--- config.mk ---
export PLATFORM = sky130hd
export DESIGN_NAME = intra_ref_sel
export DESIGN_NICKNAME = d
export VERILOG_FILES = /design/src/rtl/intra_ref_pkg.sv /design/src/rtl/intra_row_seq.sv /design/src/rtl/intra_disc_det.sv /design/src/rtl/intra_ref_pick.sv /design/src/rtl/intra_interp.sv /design/src/rtl/intra_ref_sel.sv
export SDC_FILE = /design/constraint.sdc
export NUM_CORES = 1
export LEC_CHECK = 0
export BUFFER_PORTS_ARGS = -buffer_cell sky130_fd_sc_hd__buf_2
export CORE_MARGIN = 2
export CORE_UTILIZATION = 50
export CTS_CLUSTER_DIAMETER = 100
export DETAILED_ROUTE_END_ITERATION = 16
export MAX_ROUTING_LAYER = met4
export PLACE_DENSITY = 0.76
export SLEW_MARGIN = 10
export SYNTH_ARGS = -nofsm -noshare
export SYNTH_HDL_FRONTEND = slang
export SYNTH_SLANG_ARGS = --single-unit
--- constraint.sdc ---
create_clock -name clk_i -period 12.35 [get_ports clk_i]
set_input_delay 0.6175 -clock clk_i [delete_from_list [all_inputs] [get_ports clk_i]]
set_output_delay 0.6175 -clock clk_i [all_outputs]
set_load 0.05 [all_outputs]
--- src/rtl/intra_ref_pkg.sv ---
package intra_ref_pkg;
  localparam int FRAC_BITS = 5;
  typedef enum logic {FAM_HORZ = 1'b0, FAM_VERT = 1'b1} fam_e;
endpackage

--- src/rtl/intra_row_seq.sv ---
module intra_row_seq #(
  parameter int N          = 4,
  parameter int ANGW       = 6,
  parameter int PW         = 9,
  parameter int FIRST_LAT  = 8,
  parameter int ROW_PERIOD = 5,
  localparam int RW        = $clog2(N)
) (
  input  logic                   clk_i,
  input  logic                   rst_ni,
  input  logic                   start_i,
  input  logic                   fam_i,
  input  logic signed [ANGW-1:0] angle_i,
  output logic                   load_o,
  output logic                   emit_o,
  output logic                   done_o,
  output logic [RW-1:0]          row_o,
  output logic signed [PW-1:0]   icpt_o,
  output logic                   fam_o
);
  localparam int DONE_AT = FIRST_LAT + (N-1)*ROW_PERIOD + 1;
  localparam int CW      = $clog2(FIRST_LAT + N*ROW_PERIOD + 1);

  logic                   busy_q, fam_q;
  logic [CW-1:0]          cnt_q, next_q;
  logic [RW-1:0]          row_q;
  logic signed [PW-1:0]   acc_q;
  logic signed [ANGW-1:0] ang_q;

  assign load_o = !busy_q && start_i;
  assign emit_o = busy_q && (cnt_q == next_q);
  assign done_o = busy_q && (cnt_q == CW'(DONE_AT));
  assign row_o  = row_q;
  assign icpt_o = acc_q;
  assign fam_o  = fam_q;

  always_ff @(posedge clk_i or negedge rst_ni) begin
    if (!rst_ni) begin
      busy_q <= 1'b0;
      fam_q  <= 1'b0;
      cnt_q  <= '0;
      next_q <= '0;
      row_q  <= '0;
      acc_q  <= '0;
      ang_q  <= '0;
    end else if (load_o) begin
      busy_q <= 1'b1;
      fam_q  <= fam_i;
      cnt_q  <= CW'(1);
      next_q <= CW'(FIRST_LAT);
      row_q  <= '0;
      acc_q  <= PW'(angle_i);
      ang_q  <= angle_i;
    end else if (busy_q) begin
      cnt_q <= cnt_q + CW'(1);
      if (emit_o) begin
        row_q  <= row_q + RW'(1);
        acc_q  <= acc_q + PW'(ang_q);
        next_q <= next_q + CW'(ROW_PERIOD);
      end
      if (done_o) busy_q <= 1'b0;
    end
  end
endmodule

--- src/rtl/intra_disc_det.sv ---
module intra_disc_det #(
  parameter int PW = 9,
  parameter int FB = intra_ref_pkg::FRAC_BITS
) (
  input  logic                 clk_i,
  input  logic                 rst_ni,
  input  logic                 load_i,
  input  logic                 emit_i,
  input  logic                 first_row_i,
  input  logic [FB-1:0]        frac_i,
  input  logic signed [PW-1:0] lead_i,
  output logic                 skip_o
);
  logic flag_q;
  logic on_corner;

  assign on_corner = (lead_i == '0);

  always_ff @(posedge clk_i or negedge rst_ni) begin
    if (!rst_ni)                     flag_q <= 1'b0;
    else if (load_i)                 flag_q <= 1'b0;
    else if (emit_i && first_row_i)  flag_q <= (frac_i != '0) && on_corner;
  end

  // skip only in later rows that start off the corner with a fraction
  assign skip_o = flag_q && !first_row_i && !on_corner && (frac_i != '0);
endmodule

--- src/rtl/intra_ref_pick.sv ---
module intra_ref_pick #(
  parameter int N    = 4,
  parameter int SW   = 8,
  parameter int NREF = 8,
  parameter int PW   = 9,
  localparam int WIN = N + 1
) (
  input  logic                 fam_i,
  input  logic                 skip_i,
  input  logic signed [PW-1:0] lead_i,
  input  logic [SW-1:0]        corner_i,
  input  logic [NREF*SW-1:0]   top_i,
  input  logic [NREF*SW-1:0]   left_i,
  output logic [WIN*SW-1:0]    win_o
);
  logic [NREF*SW-1:0] main_ref, side_ref;

  assign main_ref = fam_i ? top_i  : left_i;
  assign side_ref = fam_i ? left_i : top_i;

  for (genvar j = 0; j < WIN; j++) begin : g_slot
    always_comb begin
      int k;
      int m;
      k = int'(lead_i) + j;
      m = -k + (skip_i ? 1 : 0);
      win_o[j*SW +: SW] = '0;
      if (k == 0) begin
        win_o[j*SW +: SW] = corner_i;
      end else if (k > 0) begin
        if (k <= NREF) win_o[j*SW +: SW] = main_ref[(k-1)*SW +: SW];
      end else begin
        if (m <= NREF) win_o[j*SW +: SW] = side_ref[(m-1)*SW +: SW];
      end
    end
  end
endmodule

--- src/rtl/intra_interp.sv ---
module intra_interp #(
  parameter int N  = 4,
  parameter int SW = 8,
  parameter int FB = intra_ref_pkg::FRAC_BITS,
  localparam int WIN = N + 1
) (
  input  logic [WIN*SW-1:0] win_i,
  input  logic [FB-1:0]     frac_i,
  output logic [N*SW-1:0]   pred_o
);
  localparam int AW  = SW + FB + 1;
  localparam int ONE = 1 << FB;

  logic [FB:0] wgt_a;
  assign wgt_a = (FB+1)'(ONE) - {1'b0, frac_i};

  for (genvar x = 0; x < N; x++) begin : g_pix
    logic [AW-1:0] sum;
    assign sum = AW'(win_i[x*SW +: SW]) * AW'(wgt_a)
               + AW'(win_i[(x+1)*SW +: SW]) * AW'(frac_i)
               + AW'(ONE/2);
    assign pred_o[x*SW +: SW] = sum[FB +: SW];
  end
endmodule

--- src/rtl/intra_ref_sel.sv ---
module intra_ref_sel #(
  parameter int N          = 4,
  parameter int SW         = 8,
  parameter int NREF       = 2*N,
  parameter int ANGW       = 6,
  parameter int FIRST_LAT  = 8,
  parameter int ROW_PERIOD = 5,
  localparam int FB  = intra_ref_pkg::FRAC_BITS,
  localparam int WIN = N + 1,
  localparam int RW  = $clog2(N),
  localparam int PW  = ANGW + $clog2(N) + 1
) (
  input  logic                   clk_i,
  input  logic                   rst_ni,
  input  logic                   start_i,
  input  logic                   vert_i,
  input  logic signed [ANGW-1:0] angle_i,
  input  logic [SW-1:0]          corner_i,
  input  logic [NREF*SW-1:0]     top_i,
  input  logic [NREF*SW-1:0]     left_i,
  output logic                   row_valid_o,
  output logic [RW-1:0]          row_idx_o,
  output logic [FB-1:0]          frac_o,
  output logic [WIN*SW-1:0]      win_o,
  output logic [N*SW-1:0]        pred_o,
  output logic                   done_o
);
  logic                 load, emit, done, fam, skip;
  logic [RW-1:0]        row;
  logic signed [PW-1:0] icpt, ipart, lead;
  logic [FB-1:0]        frac;
  logic [WIN*SW-1:0]    win;
  logic [N*SW-1:0]      pred;

  assign frac  = icpt[FB-1:0];
  assign ipart = icpt >>> FB;
  assign lead  = ipart + $signed(PW'(1));

  intra_row_seq #(.N(N), .ANGW(ANGW), .PW(PW), .FIRST_LAT(FIRST_LAT),
                  .ROW_PERIOD(ROW_PERIOD)) u_seq (
    .clk_i, .rst_ni, .start_i, .fam_i(vert_i), .angle_i,
    .load_o(load), .emit_o(emit), .done_o(done), .row_o(row),
    .icpt_o(icpt), .fam_o(fam)
  );

  intra_disc_det #(.PW(PW), .FB(FB)) u_det (
    .clk_i, .rst_ni, .load_i(load), .emit_i(emit),
    .first_row_i(row == '0), .frac_i(frac), .lead_i(lead), .skip_o(skip)
  );

  intra_ref_pick #(.N(N), .SW(SW), .NREF(NREF), .PW(PW)) u_pick (
    .fam_i(fam), .skip_i(skip), .lead_i(lead), .corner_i,
    .top_i, .left_i, .win_o(win)
  );

  intra_interp #(.N(N), .SW(SW), .FB(FB)) u_interp (
    .win_i(win), .frac_i(frac), .pred_o(pred)
  );

  always_ff @(posedge clk_i or negedge rst_ni) begin
    if (!rst_ni) begin
      row_valid_o <= 1'b0;
      done_o      <= 1'b0;
      row_idx_o   <= '0;
      frac_o      <= '0;
      win_o       <= '0;
      pred_o      <= '0;
    end else begin
      row_valid_o <= emit;
      done_o      <= done;
      if (emit) begin
        row_idx_o <= row;
        frac_o    <= frac;
        win_o     <= win;
        pred_o    <= pred;
      end
    end
  end
endmodule

==> impl_metrics.py <==
metrics = {
    "floorplan": {
        "ios": 227,
        "die-area_um2": 50820,
        "row_count": 81,
        "die_x_um": 225.4,
        "die_h_um": 225.4,
        "core_um2": 48650,
        "initial_utilization_pct": 50.39,
    },
    "clock_network": {
        "clkLatencyLatePin_ns": 0.40,
        "cts_resized": 0,
        "numCtsBuffers": 9,
        "cts.clk_slew.worst_paths_ns": 0.10,
        "clock_path_buffers": 2,
        "cts_sinks": 111,
        "cts_root_buffer": "clkbuf_16",
        "postCtsSetupBuffers": 0,
        "cts_hold_buf": 0,
        "cts_tree": "built",
        "h-tree-depth": 3,
    },
    "final_layout": {
        "fillers": 4392,
        "post-route-util_pct": 54.78,
        "area_growth_syn_to_layout_pct": 8.707,
        "multiInputGateArea_um2": 19630,
        "seq_area_um2": 2785,
        "final_nets": 3504,
        "layout-drive-gt1-share_pct": 17.89,
    },
    "timing": {
        "drv_slew": 0,
        "fin_crit_sh_pct": 90.27,
        "worst_pin_slew_ns": 1.243,
        "final.setup.tns_ns": 0,
        "hold_viol": 0,
        "finClkSkew_ns": 0.02041,
        "rsz0062_at_grt": "false",
        "max_freq_mhz": 89.70,
        "setup_viol": 0,
        "timing.slew.headroom_pct": 17.17,
        "layout_min_cycle_time_ns": 11.15,
    },
    "critical_path": {
        "crit_start": "u_seq.icpt_o[5]$_DFFE_PN0P_",
        "cp_slowest_cell": "dfrtp_4",
        "cpMostUsedCell": "fa_1",
        "arrival_ns": 11.45,
        "cp_data_required_time_ns": 12.65,
        "cp-start-kind": "register",
        "path_max_fanout": 48,
        "rr_worst_depth": 36,
        "critical-path-max-stage-delay_ns": 0.80,
        "worstSetupPathType": "register to register",
        "timing.rr.end": "pred_o[23]$_DFFE_PN0P_",
        "critical_path.endpoint": "pred_o[23]$_DFFE_PN0P_",
        "r2r_start": "u_seq.icpt_o[5]$_DFFE_PN0P_",
        "r2r_setup_slack_ns": 1.20,
        "end_kind": "register",
    },
    "yosys": {
        "synth_cell_type_count": 89,
        "synthFlopType": "dfrtp_1",
        "ys_ff_latch": 111,
        "synth_area_leaders": "fa_1 (20%), mux4_2 (12%), ha_1 (12%)",
        "synthesis.nets": 3365,
        "ys_warn_count": 0,
        "synth_edf_count": 0,
        "netlist_instances": 2741,
        "synth_area_um2": 24510,
        "ys_seq_area_share_pct": 11.33,
        "async_flop_share_pct": 100.0,
        "synth_top_cell_area_share_pct": 19.68,
        "syn_avg_cell_area_um2": 8.944,
        "synth_top_cell_by_area": "fa_1",
    },
    "run_status": {
        "violations": "antenna rules",
        "status": "finished, violations left",
    },
    "global_routing": {
        "grt_max_degree": 84,
        "grt_pass1_wl_mm": 125.1,
        "grt_pass1_vias": 22010,
        "antenna_found_initial": 5,
        "track_usage_pct": 33.28,
        "grt-ovfl-total": 0,
    },
    "job": {
        "drv_cap": 0,
    },
    "place": {
        "place.gp.congestion": 1.008,
        "io_buffers": 226,
        "hpwl_mm": 65.00,
    },
    "drt": {
        "vias": 21320,
        "drt-total-wl_mm": 80.72,
        "dr.first_iter.drc_count": 1659,
        "drc": 0,
        "antenna_left": 1,
        "dr.pass1.iters": 6,
        "avgViaCountPerCell": 6.062,
        "drt-wirelength-per-cell_um": 22.95,
    },
    "hold_path": {
        "hp-class": "input pin to async pin",
    },
}
-- state kept, by name (all words and copies together) (netlist names), 2 cells and up --
register / flops
frac_o: 5
pred_o: 32
row_idx_o: 2
u_seq.ang_q: 6
u_seq.cnt_q: 5
u_seq.icpt_o: 9
u_seq.next_q: 5
u_seq.row_o: 2
win_o: 40
-- stage by stage --
stage                     worst slack, ns  cell area [um2]  cells  hold slack (ns)
after floorplan                     2.486            24510   2741           0.3219
after global placement              1.463            26300   3491           0.4569
after detailed placement            1.343            26300   3491           0.4646
after CTS                           1.291            26620   3507           0.3131
after global routing               0.6246            26640   3512           0.3500
final                               1.202            26650   3517           0.3022
-- area by class of cell --
cell class	count	share of cell area [%]
Antenna cell	10	0.09390
Tap cell	622	2.920
Sequential cell	111	10.45
Clock inverter	7	0.3427
Clock buffer	9	0.8451
Inverter	395	5.564
Multi-Input combinational cell	2070	73.64
Timing Repair Buffer	293	6.141
-- cells in the mapped netlist (all sizes together) (8+ instances only) --
library cell	n
and2	133
mux2	30
or3	16
a21o	18
nand2b	35
o21ai	118
o22ai	8
inv	390
a21oi	91
clkbuf	119
o21a	19
nor2b	45
a221oi	10
and3	9
xor2	31
or2	9
xnor2	57
a211oi	22
o31ai	9
o211ai	17
nand3	40
a31oi	14
mux2i	48
ha	237
nand4	15
mux4	136
o221ai	14
fa	241
nor2	142
dfrtp	111
nand2	370
buf	46
nor3	22
-- cells by family (layout without fill, tap and decap cells) --
| family | after synthesis | count (layout) | share of synthesized area, % |
|---|---|---|---|
| AND/OR/NAND/NOR | 877 | 877 | 17.22 |
| buffers and inverters | 560 | 704 | 8.804 |
| adder cells (fa/ha/maj) | 478 | 478 | 31.78 |
| AO/OA/AOI/OAI | 408 | 408 | 11.19 |
| multiplexers | 214 | 214 | 15.85 |
| flip-flops | 111 | 111 | 11.33 |
| XOR/XNOR | 93 | 93 | 3.828 |
| other | 0 | 10 | 0 |
-- worst min path at each step --
stage,end,slack (ns)
2_1_floorplan,done_o$_DFF_PN0_,0.32
6_report,u_seq.icpt_o[2]$_DFFE_PN0P_,0.30
3_5_place_dp,win_o[0]$_DFFE_PN0P_,0.46
3_3_place_gp,pred_o[12]$_DFFE_PN0P_,0.46
4_1_cts,u_seq.icpt_o[2]$_DFFE_PN0P_,0.31
5_1_grt,frac_o[2]$_DFFE_PN0P_,0.35
-- cells in the final DEF (no fill, tap or decap), types with 90 or more instances in the layout --
| cell | instances |
|---|---|
| o21ai_0 | 107 |
| fa_1 | 241 |
| nor2_1 | 141 |
| a21oi_1 | 90 |
| and2_1 | 133 |
| mux4_2 | 135 |
| buf_2 | 225 |
| dfrtp_1 | 109 |
| nand2_1 | 369 |
| ha_1 | 237 |
| inv_1 | 389 |
-- per-layer routing --
| layer | track usage, % | vias to the layer above | wire length (um) |
|---|---|---|---|
| met5 | - | - | 0 |
| met1 | 41.60 | 10560 | 32650 |
| met4 | 12.43 | 0 | 3370 |
| met3 | 4.837 | 195 | 6198 |
| li1 | - | 9526 | - |
| met2 | 54.95 | 1045 | 38500 |
-- critical path: cells and delay by family, from the launching register on --
family	cells	cell delay, ns
AO/OA/AOI/OAI	11	2.89
XOR/XNOR	1	0.15
adder cells (fa/ha/maj)	9	4.15
buffers and inverters	7	1.09
flip-flops	1	0.80
AND/OR/NAND/NOR	8	1.96
Power is not shown: default switching activity piles up to over one toggle a cycle in this logic, so the estimate is an artifact.
